[config.mk]
export PLATFORM = sky130hd
export DESIGN_NAME = spicmd_frame_enc
export DESIGN_NICKNAME = d
export VERILOG_FILES = /design/src/rtl/spicmd_pkg.sv /design/src/rtl/spicmd_opdec.sv /design/src/rtl/spicmd_pack.sv /design/src/rtl/spicmd_crc7.sv /design/src/rtl/spicmd_frame_enc.sv
export SDC_FILE = /design/constraint.sdc
export NUM_CORES = 1
export LEC_CHECK = 0
export CORE_ASPECT_RATIO = 1.1
export CORE_MARGIN = 1.5
export CORE_UTILIZATION = 59
export DETAILED_ROUTE_END_ITERATION = 6
export PLACE_DENSITY = 0.87
export SKIP_CTS_REPAIR_TIMING = 1
export SLEW_MARGIN = 20
export SYNTH_ARGS = -nofsm -noshare
export SYNTH_HDL_FRONTEND = slang
export SYNTH_HIERARCHICAL = 1
export SYNTH_SLANG_ARGS = --single-unit
[constraint.sdc]
create_clock -name clk -period 7.5 [get_ports clk]
set_clock_uncertainty 0.15 [all_clocks]
set_input_delay 1.5 -clock clk [delete_from_list [all_inputs] [get_ports clk]]
set_output_delay 1.5 -clock clk [all_outputs]
set_load 0.03 [all_outputs]
[src/rtl/spicmd_pkg.sv]
// Package: shared widths, opcode codes and frame layout classes for the
// SPI command frame encoder. All frame geometry derives from these values.
package spicmd_pkg;
    localparam int BYTE_W     = 8;
    localparam int ADDR_W     = 24;
    localparam int WORD_W     = 32;
    localparam int SIZE_W     = 24;
    localparam int WORD_BYTES = WORD_W / BYTE_W;
    localparam int FRAME_MAX  = 1 + (ADDR_W / BYTE_W) + WORD_BYTES + 1;
    localparam int IDX_W      = $clog2(FRAME_MAX + 1);
    localparam int CRC_W      = 7;
    localparam logic [CRC_W-1:0] CRC_POLY = 7'h09;
    localparam logic [CRC_W-1:0] CRC_SEED = 7'h7F;

    localparam logic [BYTE_W-1:0] OP_DMA_WR   = 8'hC1;
    localparam logic [BYTE_W-1:0] OP_DMA_RD   = 8'hC2;
    localparam logic [BYTE_W-1:0] OP_INT_WR   = 8'hC3;
    localparam logic [BYTE_W-1:0] OP_INT_RD   = 8'hC4;
    localparam logic [BYTE_W-1:0] OP_TERM     = 8'hC5;
    localparam logic [BYTE_W-1:0] OP_REPEAT   = 8'hC6;
    localparam logic [BYTE_W-1:0] OP_XDMA_WR  = 8'hC7;
    localparam logic [BYTE_W-1:0] OP_XDMA_RD  = 8'hC8;
    localparam logic [BYTE_W-1:0] OP_SGL_WR   = 8'hC9;
    localparam logic [BYTE_W-1:0] OP_SGL_RD   = 8'hCA;
    localparam logic [BYTE_W-1:0] OP_RESET    = 8'hCF;

    typedef enum logic [3:0] {
        LAY_BAD,
        LAY_ADDR24,
        LAY_INT_RD,
        LAY_ZERO3,
        LAY_ONES3,
        LAY_DMA16,
        LAY_DMA24,
        LAY_INT_WR,
        LAY_SGL_WR
    } layout_e;

    typedef logic [FRAME_MAX-1:0][BYTE_W-1:0] frame_t;
endpackage

[src/rtl/spicmd_opdec.sv]
// Opcode decoder: maps a command opcode to a frame layout class.
// Assumes: purely combinational. Unsupported opcodes map to LAY_BAD with known low.
module spicmd_opdec
    import spicmd_pkg::*;
(
    input  logic [BYTE_W-1:0] op,
    output layout_e           layout,
    output logic              known
);
    // Select the layout class for the opcode.
    always_comb begin
        unique case (op)
            OP_SGL_RD:              layout = LAY_ADDR24;
            OP_SGL_WR:              layout = LAY_SGL_WR;
            OP_INT_RD:              layout = LAY_INT_RD;
            OP_INT_WR:              layout = LAY_INT_WR;
            OP_TERM, OP_REPEAT:     layout = LAY_ZERO3;
            OP_RESET:               layout = LAY_ONES3;
            OP_DMA_WR, OP_DMA_RD:   layout = LAY_DMA16;
            OP_XDMA_WR, OP_XDMA_RD: layout = LAY_DMA24;
            default:                layout = LAY_BAD;
        endcase
    end

    // Flag a supported opcode.
    always_comb known = (layout != LAY_BAD);
endmodule

[src/rtl/spicmd_pack.sv]
// Field packer: places opcode, address, size and data into frame byte slots,
// most significant byte first, and reports the field byte count (no CRC).
// Assumes: combinational; unused slots are zero.
module spicmd_pack
    import spicmd_pkg::*;
(
    input  layout_e            layout,
    input  logic [BYTE_W-1:0]  op,
    input  logic [ADDR_W-1:0]  addr,
    input  logic [WORD_W-1:0]  data,
    input  logic [SIZE_W-1:0]  size,
    input  logic               clockless,
    output frame_t             fields,
    output logic [IDX_W-1:0]   field_len
);
    localparam int ADDR_BYTES = ADDR_W / BYTE_W;

    logic [BYTE_W-1:0] int_hi;

    // High internal-address byte with the clockless marker in bit 7.
    always_comb int_hi = {addr[15] | clockless, addr[14:8]};

    // Pack fields for the selected layout.
    always_comb begin
        fields    = '0;
        fields[0] = op;
        field_len = IDX_W'(4);
        unique case (layout)
            LAY_ADDR24, LAY_DMA16, LAY_DMA24, LAY_SGL_WR: begin
                for (int i = 0; i < ADDR_BYTES; i++)
                    fields[1+i] = addr[ADDR_W-1-BYTE_W*i -: BYTE_W];
                if (layout == LAY_DMA16) begin
                    fields[4] = size[15:8];
                    fields[5] = size[7:0];
                    field_len = IDX_W'(6);
                end else if (layout == LAY_DMA24) begin
                    for (int i = 0; i < 3; i++)
                        fields[4+i] = size[SIZE_W-1-BYTE_W*i -: BYTE_W];
                    field_len = IDX_W'(7);
                end else if (layout == LAY_SGL_WR) begin
                    for (int i = 0; i < WORD_BYTES; i++)
                        fields[4+i] = data[WORD_W-1-BYTE_W*i -: BYTE_W];
                    field_len = IDX_W'(8);
                end
            end
            LAY_INT_RD: begin
                fields[1] = int_hi;
                fields[2] = addr[7:0];
                fields[3] = 8'h00;
            end
            LAY_INT_WR: begin
                fields[1] = int_hi;
                fields[2] = addr[7:0];
                for (int i = 0; i < WORD_BYTES; i++)
                    fields[3+i] = data[WORD_W-1-BYTE_W*i -: BYTE_W];
                field_len = IDX_W'(7);
            end
            LAY_ZERO3: begin
                for (int i = 1; i < 4; i++) fields[i] = 8'h00;
            end
            LAY_ONES3: begin
                for (int i = 1; i < 4; i++) fields[i] = 8'hFF;
            end
            default: field_len = IDX_W'(4);
        endcase
    end
endmodule

[src/rtl/spicmd_crc7.sv]
// CRC7 accumulator, generator x^7+x^3+1, MSB first, one byte per enable.
// Assumes: clear has priority over update; reset loads the seed.
module spicmd_crc7
    import spicmd_pkg::*;
(
    input  logic              clk,
    input  logic              rst_n,
    input  logic              clear,
    input  logic              upd,
    input  logic [BYTE_W-1:0] din,
    output logic [CRC_W-1:0]  crc_q
);
    logic [CRC_W-1:0] crc_nx;

    // Walk the eight input bits through the LFSR, high bit first.
    always_comb begin
        logic fb;
        crc_nx = crc_q;
        for (int b = BYTE_W - 1; b >= 0; b--) begin
            fb     = crc_nx[CRC_W-1] ^ din[b];
            crc_nx = {crc_nx[CRC_W-2:0], 1'b0} ^ (fb ? CRC_POLY : '0);
        end
    end

    // Hold, reseed, or advance the CRC register.
    always_ff @(posedge clk) begin
        if (!rst_n || clear) crc_q <= CRC_SEED;
        else if (upd)        crc_q <= crc_nx;
    end

    AST_CRC_SEED: assert property (@(posedge clk) disable iff (!rst_n)
        clear |=> crc_q == CRC_SEED);
    AST_CRC_IDLE_HOLD: assert property (@(posedge clk) disable iff (!rst_n)
        (!clear && !upd) |=> $stable(crc_q));
endmodule

[src/rtl/spicmd_frame_enc.sv]
// SPI command frame encoder top: accepts a command when idle, decodes and packs
// it, then streams field bytes and an optional CRC7 byte over valid/ready.
// Assumes: byte_ready may stall on any cycle; unsupported opcodes are dropped
// with a one-cycle cmd_err pulse.
module spicmd_frame_enc
    import spicmd_pkg::*;
(
    input  logic              clk,
    input  logic              rst_n,
    input  logic              cmd_valid,
    output logic              cmd_ready,
    input  logic [7:0]        cmd_op,
    input  logic [23:0]       cmd_addr,
    input  logic [31:0]       cmd_data,
    input  logic [23:0]       cmd_size,
    input  logic              cmd_clockless,
    input  logic              cmd_crc_en,
    output logic              cmd_err,
    output logic              byte_valid,
    input  logic              byte_ready,
    output logic [7:0]        byte_data,
    output logic              byte_last,
    output logic              frame_done
);
    typedef enum logic {ST_IDLE, ST_SEND} state_e;

    state_e           state_q;
    layout_e          layout;
    logic             known;
    frame_t           fields;
    logic [IDX_W-1:0] field_len;
    frame_t           frame_q;
    logic [IDX_W-1:0] len_q;
    logic [IDX_W-1:0] idx_q;
    logic             crc_on_q;
    logic             done_q;
    logic             err_q;
    logic [CRC_W-1:0] crc_q;
    logic             take;
    logic             hs;
    logic             at_end;
    logic             at_crc;

    spicmd_opdec u_dec (
        .op     (cmd_op),
        .layout (layout),
        .known  (known)
    );

    spicmd_pack u_pack (
        .layout    (layout),
        .op        (cmd_op),
        .addr      (cmd_addr),
        .data      (cmd_data),
        .size      (cmd_size),
        .clockless (cmd_clockless),
        .fields    (fields),
        .field_len (field_len)
    );

    // Handshake and position decode.
    always_comb begin
        take   = cmd_valid && (state_q == ST_IDLE);
        hs     = (state_q == ST_SEND) && byte_ready;
        at_end = (idx_q == len_q - IDX_W'(1));
        at_crc = crc_on_q && at_end;
    end

    spicmd_crc7 u_crc (
        .clk   (clk),
        .rst_n (rst_n),
        .clear (take),
        .upd   (hs && !at_crc),
        .din   (frame_q[idx_q]),
        .crc_q (crc_q)
    );

    // Frame state, byte index and latched frame contents.
    always_ff @(posedge clk) begin
        if (!rst_n) begin
            state_q  <= ST_IDLE;
            frame_q  <= '0;
            len_q    <= '0;
            idx_q    <= '0;
            crc_on_q <= 1'b0;
            done_q   <= 1'b0;
            err_q    <= 1'b0;
        end else begin
            done_q <= 1'b0;
            err_q  <= 1'b0;
            if (take) begin
                if (known) begin
                    frame_q  <= fields;
                    len_q    <= field_len + IDX_W'(cmd_crc_en);
                    crc_on_q <= cmd_crc_en;
                    idx_q    <= '0;
                    state_q  <= ST_SEND;
                end else begin
                    err_q <= 1'b1;
                end
            end else if (hs) begin
                if (at_end) begin
                    state_q <= ST_IDLE;
                    done_q  <= 1'b1;
                end else begin
                    idx_q <= idx_q + IDX_W'(1);
                end
            end
        end
    end

    // Output drive: the field byte, or the CRC byte in the last slot.
    always_comb begin
        cmd_ready  = (state_q == ST_IDLE);
        byte_valid = (state_q == ST_SEND);
        byte_last  = byte_valid && at_end;
        byte_data  = at_crc ? {crc_q, 1'b0} : frame_q[idx_q];
        frame_done = done_q;
        cmd_err    = err_q;
    end

    AST_BUSY_NO_ACCEPT: assert property (@(posedge clk) disable iff (!rst_n)
        (cmd_valid && cmd_ready) |=> !cmd_ready || cmd_err);
    AST_HOLD_ON_STALL: assert property (@(posedge clk) disable iff (!rst_n)
        (byte_valid && !byte_ready) |=> byte_valid && $stable(byte_data) && $stable(byte_last));
    AST_DONE_AFTER_LAST: assert property (@(posedge clk) disable iff (!rst_n)
        (byte_valid && byte_ready && byte_last) |=> frame_done && !byte_valid);
    AST_ERR_SILENT: assert property (@(posedge clk) disable iff (!rst_n)
        cmd_err |-> !byte_valid && cmd_ready && !frame_done);
    AST_FIRST_IS_OPCODE: assert property (@(posedge clk) disable iff (!rst_n)
        $rose(byte_valid) |-> byte_data[7:4] == 4'hC);
    AST_DONE_SINGLE: assert property (@(posedge clk) disable iff (!rst_n)
        frame_done |=> !frame_done);
endmodule

; ---- Yosys cells after proc, flatten, opt, wreduce, memory -nomap -nowiden
; Index checks and enable logic that the tools add are counted.
[word_totals]
reg_bits = 83
input_bits = 94
output_inout_bits = 13
elab_cells = 114
[op_classes]
addsub = 3
magnitude_cmp = 1
eq_ne = 21
n_mux = 34
bitwise = 20
reduce_logical = 20
[op_table]
columns = op, n
row1 = $pmux 24 s4, 1
row2 = $eq 8x8->1 const B, 11
row3 = $mux 4, 15
row4 = $xor 7x7->7, 8
row5 = $pmux 24 s2, 1
row6 = $bmux 8 s4, 1
row7 = $mux 16, 2
row8 = $mux 32, 1
row9 = $mux 8, 4
row10 = $pmux 4 s8, 1
row11 = $mux 24, 1
row12 = $eq 4x3->1 const B, 4
row13 = $pmux 4 s2, 1
row14 = $xor 1x1->1, 8
row15 = $mux 1, 6
row16 = $reduce_and 3->1, 2
row17 = $reduce_or 2->1, 3
row18 = $logic_and 1x1->1, 5
row19 = $lt 4x5->1 const B, 1
row20 = $add 4x1->4, 1
row21 = $add 4x1->4 const B, 1
row22 = $eq 4x1->1 const B, 1
row23 = $eq 4x2->1 const B, 1
row24 = $eq 4x4->1, 1
row25 = 13 further kinds, 18

; ---- Longest topological paths before layout
; Gate-level depths: netlist of run 1.
[depth]
depth_word = 26
depth_mapped = 14
ltp_nobuf = 10

; ---- Hierarchy
; The synthesis of run 1 kept the hierarchy.
[by_module_without_submodules]
columns = mod, instances, cells_per_inst, area_each_um2, seq_area_each_um2
row1 = spicmd_frame_enc, 1, 459, 3973.8, 1681.6
row2 = spicmd_pack, 1, 324, 1864.3, 0.0
row3 = spicmd_crc7, 1, 45, 417.9, 140.1
row4 = spicmd_opdec, 1, 25, 163.9, 0.0

; ---- Least setup slack after synthesis of run 1
; No wires, ideal clock.
[synth_timing]
kind = in2reg
start = input port cmd_op[5]
end = register len_q[2]
setup_ps = 116
arrival_ps = 3711
required_time_ps = 7234
path_slack_ps = 3523
cell_stages = 12
path_buffers = 3
path_cell_list = nor2_1 nand3_1 a2111oi_0 buf_4 inv_1 buf_2 clkbuf_1 a21oi_1 ha_1 xnor2_1 nand2_1 o211a_1
[synth_between]
word_cells_on_any_way = 28
cone_classes = add/sub (1) / eq/ne (16) / mux (5) / reduce/logical (6)
[synth_rtl]
columns = item, line_no
row1 = "start, declared", spicmd_frame_enc.sv:12  ; input logic [7:0] cmd_op,
row2 = $eq 8x8->1, spicmd_opdec.sv:12  ; unique case (op)
row3 = $reduce_or 2->1, spicmd_opdec.sv:12
row4 = $pmux 4 s8 *, spicmd_opdec.sv:12
row5 = net layout[0], spicmd_frame_enc.sv:28  ; layout_e layout;
row6 = $eq 4x3->1, "spicmd_pack.sv:28, spicmd_pack.sv:36"
row7 = $mux 4, spicmd_pack.sv:36  ; end else if (layout == LAY_DMA24) begin
row8 = $mux 4, spicmd_pack.sv:32  ; if (layout == LAY_DMA16) begin
row9 = $pmux 4 s2 *, spicmd_pack.sv:28  ; unique case (layout)
row10 = net field_len[1], spicmd_frame_enc.sv:31  ; logic [IDX_W-1:0] field_len;
row11 = $add 4x1->4 *, spicmd_frame_enc.sv:94  ; len_q <= field_len + IDX_W'(cmd_crc_en);
row12 = "end signal, assigned", spicmd_frame_enc.sv:94
row13 = "end, declared", spicmd_frame_enc.sv:33  ; logic [IDX_W-1:0] len_q;
; The timed path passes the listed nets; every way through them passes the cells marked *.
; A chain may end at the register's enable or synchronous reset.

==> results of run 1 <==
## placed cells by master, fill, tap and decap left out, drive strengths merged, types with 9 or more instances in the layout
master / instances
mux2: 22
and3: 9
nand2: 200
nor2: 37
buf: 11
a21boi: 76
a2bb2oi: 18
clkdlybuf4s50: 105
dfxtp: 91
a22oi: 15
o21ai: 32
clkbuf: 10
inv: 32
a21oi: 68
o22ai: 22
xnor2: 16
a211oi: 17
## sequential cells by signal, summed over array words and instances, names as in the netlist
| register | count |
|---|---|
| crc_on_q | 1 |
| byte_valid | 1 |
| frame_q | 72 |
| len_q | 4 |
| idx_q | 4 |
| frame_done | 1 |
| u_crc/crc_q | 7 |
| cmd_err | 1 |
## metal layers
layer  track usage [%]  up-vias
met3             3.861       46
li1                  -     3042
met2             49.36      337
met4             13.88        0
met5                 0        -
met1             41.45     2884
## worst max-delay path: cells and delay by family
kind            cells  cell delay, ps
compound gates      3             740
buf+inv             3            1310
simple gates        4            1620
## stage by stage
stage / cell area (um2) / total power [mW] / worst slack [ps] / std cells / hold slack (ps)
final: 7581 / 1.046 / 2429 / 1042 / 312.4
after global routing: 7581 / 1.079 / 2185 / 1042 / 336.8
after CTS: 7579 / 1.048 / 2570 / 1042 / 316.4
after detailed placement: 7291 / 0.6237 / 2197 / 1026 / 305.6
after global placement: 7291 / 0.6214 / 2354 / 1026 / 298.4
after floorplan: 6446 / 0.5571 / 3523 / 860 / 288.9
## kinds of logic after synthesis
logic type	count (synthesis)	share of synthesized area [%]
muxes	34	7.289
xor gates and xnor gates	23	3.683
DFF	91	28.38
buffers and inverters	123	9.297
and+or+nand+nor	294	20.68
AOI/OAI and AO/OA	283	29.84
other	1	0.05841
adders and majority gates	4	0.7796
## worst paths after layout
check | endpoint | slack [ps] | depth (start not counted)
max | frame_q[51]$_SDFFE_PN0P_ | 2430 | 10
min | frame_q[49]$_SDFFE_PN0P_ | 310 | 2
max reg2reg | u_crc/crc_q[6]$_SDFFE_PP1P_ | 4480 | 7
min reg2reg | frame_q[49]$_SDFFE_PN0P_ | 310 | 2
## where the power goes
| part | total (mW) | switching, mW | leakage, nW | internal, mW |
|---|---|---|---|---|
| sequential | 0.486 | 0.00125 | 0.734 | 0.485 |
| combinational | 0.129 | 0.0579 | 1.81 | 0.0710 |
| clock | 0.431 | 0.194 | 0.132 | 0.236 |
## layout make-up
class,instances,area [um2]
flip-flops and latches,91,1822
fillers,820,2910
multi-input cells,646,4049
inverters,30,112.6
clock inverters,6,48.80
well taps,143,178.9
clock buffers,10,239.0
repair buffers,116,1131
==> results.sh, run 1 <==
export IMPL_syn_avg_cell_area_um2=7.526
export IMPL_yosys_top_cells_count="nand2_1 (199), dfxtp_1 (91), a21boi_0 (76)"
export IMPL_cts_buffer_depth=2
export IMPL_num_antenna_cells=0
export IMPL_synthDistinctLibCells=65
export IMPL_die_x_um=102.5
export IMPL_grtUsageTotal_pct=30.88
export IMPL_grt_pass1_vias=5755
export IMPL_grt_max_degree=89
export IMPL_vias=6309
export IMPL_cts_buffers=9
export IMPL_dieArea_mm2=0.01152
export IMPL_start_kind="input pin"
export IMPL_ys_ff_latch=91
export IMPL_min_period_over_period_pct=67.61
export IMPL_wl_met3_um=1305
export IMPL_grt_pass1_wl_um=28240
export IMPL_nNetsFinal=992
export IMPL_yosys_area_top_type="dfxtp_1"
export IMPL_path_common_cell="inv_1"
export IMPL_crit_type="input pin to register"
export IMPL_cts_max_level=3
export IMPL_tightestPinTransition_ps=999.1
export IMPL_place_gp_congestion=0.9165
export IMPL_endpoint_kind="register"
export IMPL_slew_violations=0
export IMPL_cp_slowest_cell="nor3_4"
export IMPL_irDropWorstVdd_uv=110.2
export IMPL_p_per_area_mw_per_mm2=137.9
export IMPL_yosys_warnings=6
export IMPL_syn2layout_area_growth_pct=18.09
export IMPL_fin_util_pct=72.26
export IMPL_min_from="frame_q[49]$_SDFFE_PN0P_"
export IMPL_wl_met1_um=7249
export IMPL_async_flop_share_pct=0
export IMPL_drive_above_1_share_pct=8.676
export IMPL_crit_path_start="cmd_op[3]"
export IMPL_drtPass1Iterations=7
export IMPL_viasPerCell=6.055
export IMPL_root_buffer="clkbuf_16"
export IMPL_cp_cell_sequence="clkdlybuf4s50_1 -> nand2b_1 -> o32a_1 -> nor2_2 -> inv_1 -> nor3_4 -> a222oi_1 -> inv_1 -> nand2_1 -> a21boi_0"
export IMPL_tritoncts="done"
export IMPL_cp_max_fo=24
export IMPL_crit_path_max_incr_delay_ps=870
export IMPL_core_area_mm2=0.01049
export IMPL_rsz0062_at_grt="false"
export IMPL_drtIter0Drc=702
export IMPL_hold_viol=0
export IMPL_synthCells=853
export IMPL_syn_cell_area_mm2=0.006420
export IMPL_synth_edf_count=0
export IMPL_antenna_found_initial=0
export IMPL_routedWlPerCell_um=16.91
export IMPL_slew_headroom_pct=33.26
export IMPL_clk_pin_slew_ps=60
export IMPL_die_height_um=112.4
export IMPL_routed_wl_um=17620
export IMPL_ys_top_cells_by_area="dfxtp_1 (28%), nand2_1 (12%), a21boi_0 (8.9%), a21oi_1 (5.2%), mux2_2 (3.9%)"
export IMPL_rows=39
export IMPL_synth_top_flop_cell="dfxtp_1"
export IMPL_clock_sinks=91
export IMPL_required_ps=7620
export IMPL_status="completed"
export IMPL_maxCapViolCount=0
export IMPL_port_buffers=106
export IMPL_seq_area_frac_synth_pct=28.38
export IMPL_hpwlAfterDp_um=12290
export IMPL_synth_most_common_cell="nand2_1"
export IMPL_hold_class="register to register"
export IMPL_worstPathArrival_ps=5190
export IMPL_fin_setup_tns_ps=0
export IMPL_fin_crit_ps=5071
export IMPL_max_freq_mhz=197.2
export IMPL_ios=107
export IMPL_dr_wl_met2_um=8516
export IMPL_drcViolationCount=0
export IMPL_leakage_nw=2.678
export IMPL_grt_overflow=0
export IMPL_finalSetupViolCount=0
export IMPL_synth_top_area_share_pct=28.38
export IMPL_antenna_left=0
export IMPL_r2r_start="idx_q[1]$_SDFFE_PN0P_"
export IMPL_clk_latency_ps=340
export IMPL_start_util_pct=61.19
export IMPL_top_layer="met4"
(Power assumes the default switching activity.)
==> run 2: changes to the inputs <==
--- a/config.mk
+++ b/config.mk
@@ -7,9 +7,9 @@
 export LEC_CHECK = 0
 export CORE_ASPECT_RATIO = 1.1
 export CORE_MARGIN = 1.5
-export CORE_UTILIZATION = 59
+export CORE_UTILIZATION = 55
 export DETAILED_ROUTE_END_ITERATION = 6
-export PLACE_DENSITY = 0.87
+export PLACE_DENSITY = 0.82
 export SKIP_CTS_REPAIR_TIMING = 1
 export SLEW_MARGIN = 20
 export SYNTH_ARGS = -nofsm -noshare
==> constraint.sdc (replaced) <==
create_clock -name clk -period 4.7 [get_ports clk]
set_clock_uncertainty 0.15 [all_clocks]
set_input_delay 0.94 -clock clk [delete_from_list [all_inputs] [get_ports clk]]
set_output_delay 0.94 -clock clk [all_outputs]
set_load 0.03 [all_outputs]
==> results.sh, run 2 (same netlist as run 1, synthesis figures left out) <==
export IMPL_status="complete, but fails checks"
export IMPL_violations="DRC"
export IMPL_rsz0062_at_grt="false"
export IMPL_final_common_cell="nand2_1"
export IMPL_vias=6278
export IMPL_reg_top3="frame_q (72), u_crc/crc_q (7)"
export IMPL_fillCellCount=985
export IMPL_fin_setup_tns_ps=0
export IMPL_viasPerCell=5.951
export IMPL_p_per_area_mw_per_mm2=222.9
export IMPL_hold_viol=0
export IMPL_min_period_over_period_pct=94.28
export IMPL_drtPass1Iterations=7
export IMPL_top_layer="met4"
export IMPL_cp_max_fo=20
export IMPL_nNetsFinal=999
export IMPL_syn2layout_area_growth_pct=19.29
export IMPL_die_x_um=106.0
export IMPL_port_buffers=106
export IMPL_start_kind="register"
export IMPL_drive_above_1_share_pct=9.061
export IMPL_antenna_found_initial=0
export IMPL_tightestPinTransition_ps=986.3
export IMPL_r2r_cells=8
export IMPL_leakage_nw=2.727
export IMPL_place_gp_congestion=0.8515
export IMPL_slew_headroom_pct=34.18
export IMPL_crit_path_max_incr_delay_ps=960
export IMPL_routed_wl_um=17330
export IMPL_dp_cells=1040
export IMPL_largest_reg_flops=72
export IMPL_grt_pass1_vias=5467
export IMPL_top_register="frame_q"
export IMPL_die_height_um=116.3
export IMPL_tritoncts="done"
export IMPL_irDropWorstVdd_uv=170.1
export IMPL_fin_crit_ps=4431
export IMPL_cpLargestDelayFamily="flip-flops"
export IMPL_endpoint_kind="output pin"
export IMPL_maxCapViolCount=0
export IMPL_wl_met1_um=7687
export IMPL_grt_max_degree=88
export IMPL_root_buffer="clkbuf_16"
export IMPL_wl_met3_um=1188
export IMPL_finalSetupViolCount=0
export IMPL_drtIter0Drc=746
export IMPL_grt_pass1_wl_um=27430
export IMPL_required_ps=3610
export IMPL_rows=41
export IMPL_slew_violations=0
export IMPL_final_cell_mix="nand2_1 (198), clkdlybuf4s50_1 (105), dfxtp_1 (91)"
export IMPL_dieArea_mm2=0.01233
export IMPL_cp_slowest_cell="dfxtp_1"
export IMPL_clk_latency_ps=350
export IMPL_hpwlAfterDp_um=11910
export IMPL_hold_class="register to register"
export IMPL_cts_buffer_depth=2
export IMPL_ios=107
export IMPL_clk_pin_slew_ps=60
export IMPL_clock_sinks=91
export IMPL_crit_type="register to output pin"
export IMPL_cp_cell_sequence="buf_4 -> mux4_2 -> nor2_1 -> o31ai_1 -> mux2_2 -> clkdlybuf4s50_1"
export IMPL_worstPathArrival_ps=3340
export IMPL_path_buf_inv=2
export IMPL_routedWlPerCell_um=16.42
export IMPL_grtUsageTotal_pct=27.71
export IMPL_antenna_left=0
export IMPL_start_util_pct=56.12
export IMPL_ff2ff_setup_slack_ps=1570
export IMPL_grt_overflow=0
export IMPL_path_depth=6
export IMPL_num_antenna_cells=0
export IMPL_cts_max_level=3
export IMPL_drcViolationCount=3
export IMPL_max_freq_mhz=225.7
export IMPL_cts_buffers=9
export IMPL_core_area_mm2=0.01144
export IMPL_stdcell_count=1055
export IMPL_hold_depth=2
export IMPL_dr_wl_met2_um=8194
## run 2: cell count changes in the layout (fill, tap and decap cells not counted), sizes merged
cell / change
buf: +7
bufinv: +1
clkbuf: +1
clkinv: +1
clkinvlp: -2
inv: -2
## run 2: path summary, 6_finish.rpt
check / startpoint / end
worst max register to register: idx_q[0]$_SDFFE_PN0P_ / u_crc/crc_q[6]$_SDFFE_PP1P_
worst min-delay path: frame_q[42]$_SDFFE_PN0P_ / frame_q[42]$_SDFFE_PN0P_
worst max-delay path: idx_q[0]$_SDFFE_PN0P_ / byte_data[7]
worst min register to register: frame_q[42]$_SDFFE_PN0P_ / frame_q[42]$_SDFFE_PN0P_
## run 2: per-stage QoR
step                cell area, um2  utilization [%]  power [mW]  hold slack, ps  setup slack (ps)
floorplan                     6446                -      0.8890           288.9              1283
global placement              7365            64.38      0.9950           298.4             492.3
detailed placement            7365            64.38      0.9962           305.1             423.1
CTS                           7659            66.95       1.709           314.0             273.9
global route                  7659            66.95       1.749           331.2             62.88
finish                        7659            66.95       1.707           312.7             268.6
## run 2: final cells by class
type / count / area (um2) / share of cell area, %
sequential: 91 / 1822 / 23.79
timing repair buffer: 123 / 1196 / 15.62
multi-input combinational: 646 / 4046 / 52.83
clock buffer: 11 / 242.7 / 3.169
inverter: 30 / 112.6 / 1.470
tap: 150 / 187.7 / 2.451
clock inverter: 4 / 51.30 / 0.6698
## run 2: worst register-to-register path, stage by stage (launching register included)
cell and delay [ps]:
dfxtp_1 960, buf_4 340, mux4_2 530, nor2_1 120, o31ai_1 130, xor2_1 250, xnor3_1 270, o21ai_0 160
nand3b_1 80
## run 2: where the power goes
part / switching, mW / internal (mW)
Sequential: 0.00266 / 0.774
Clock: 0.301 / 0.424
Combinational: 0.0916 / 0.114
## run 2: per-layer routing
metal  vias up  track usage, %
li1       3045               -
met3        23           2.958
met4         0           8.559
met5         -               0
met1      2916           38.70
met2       294           45.41
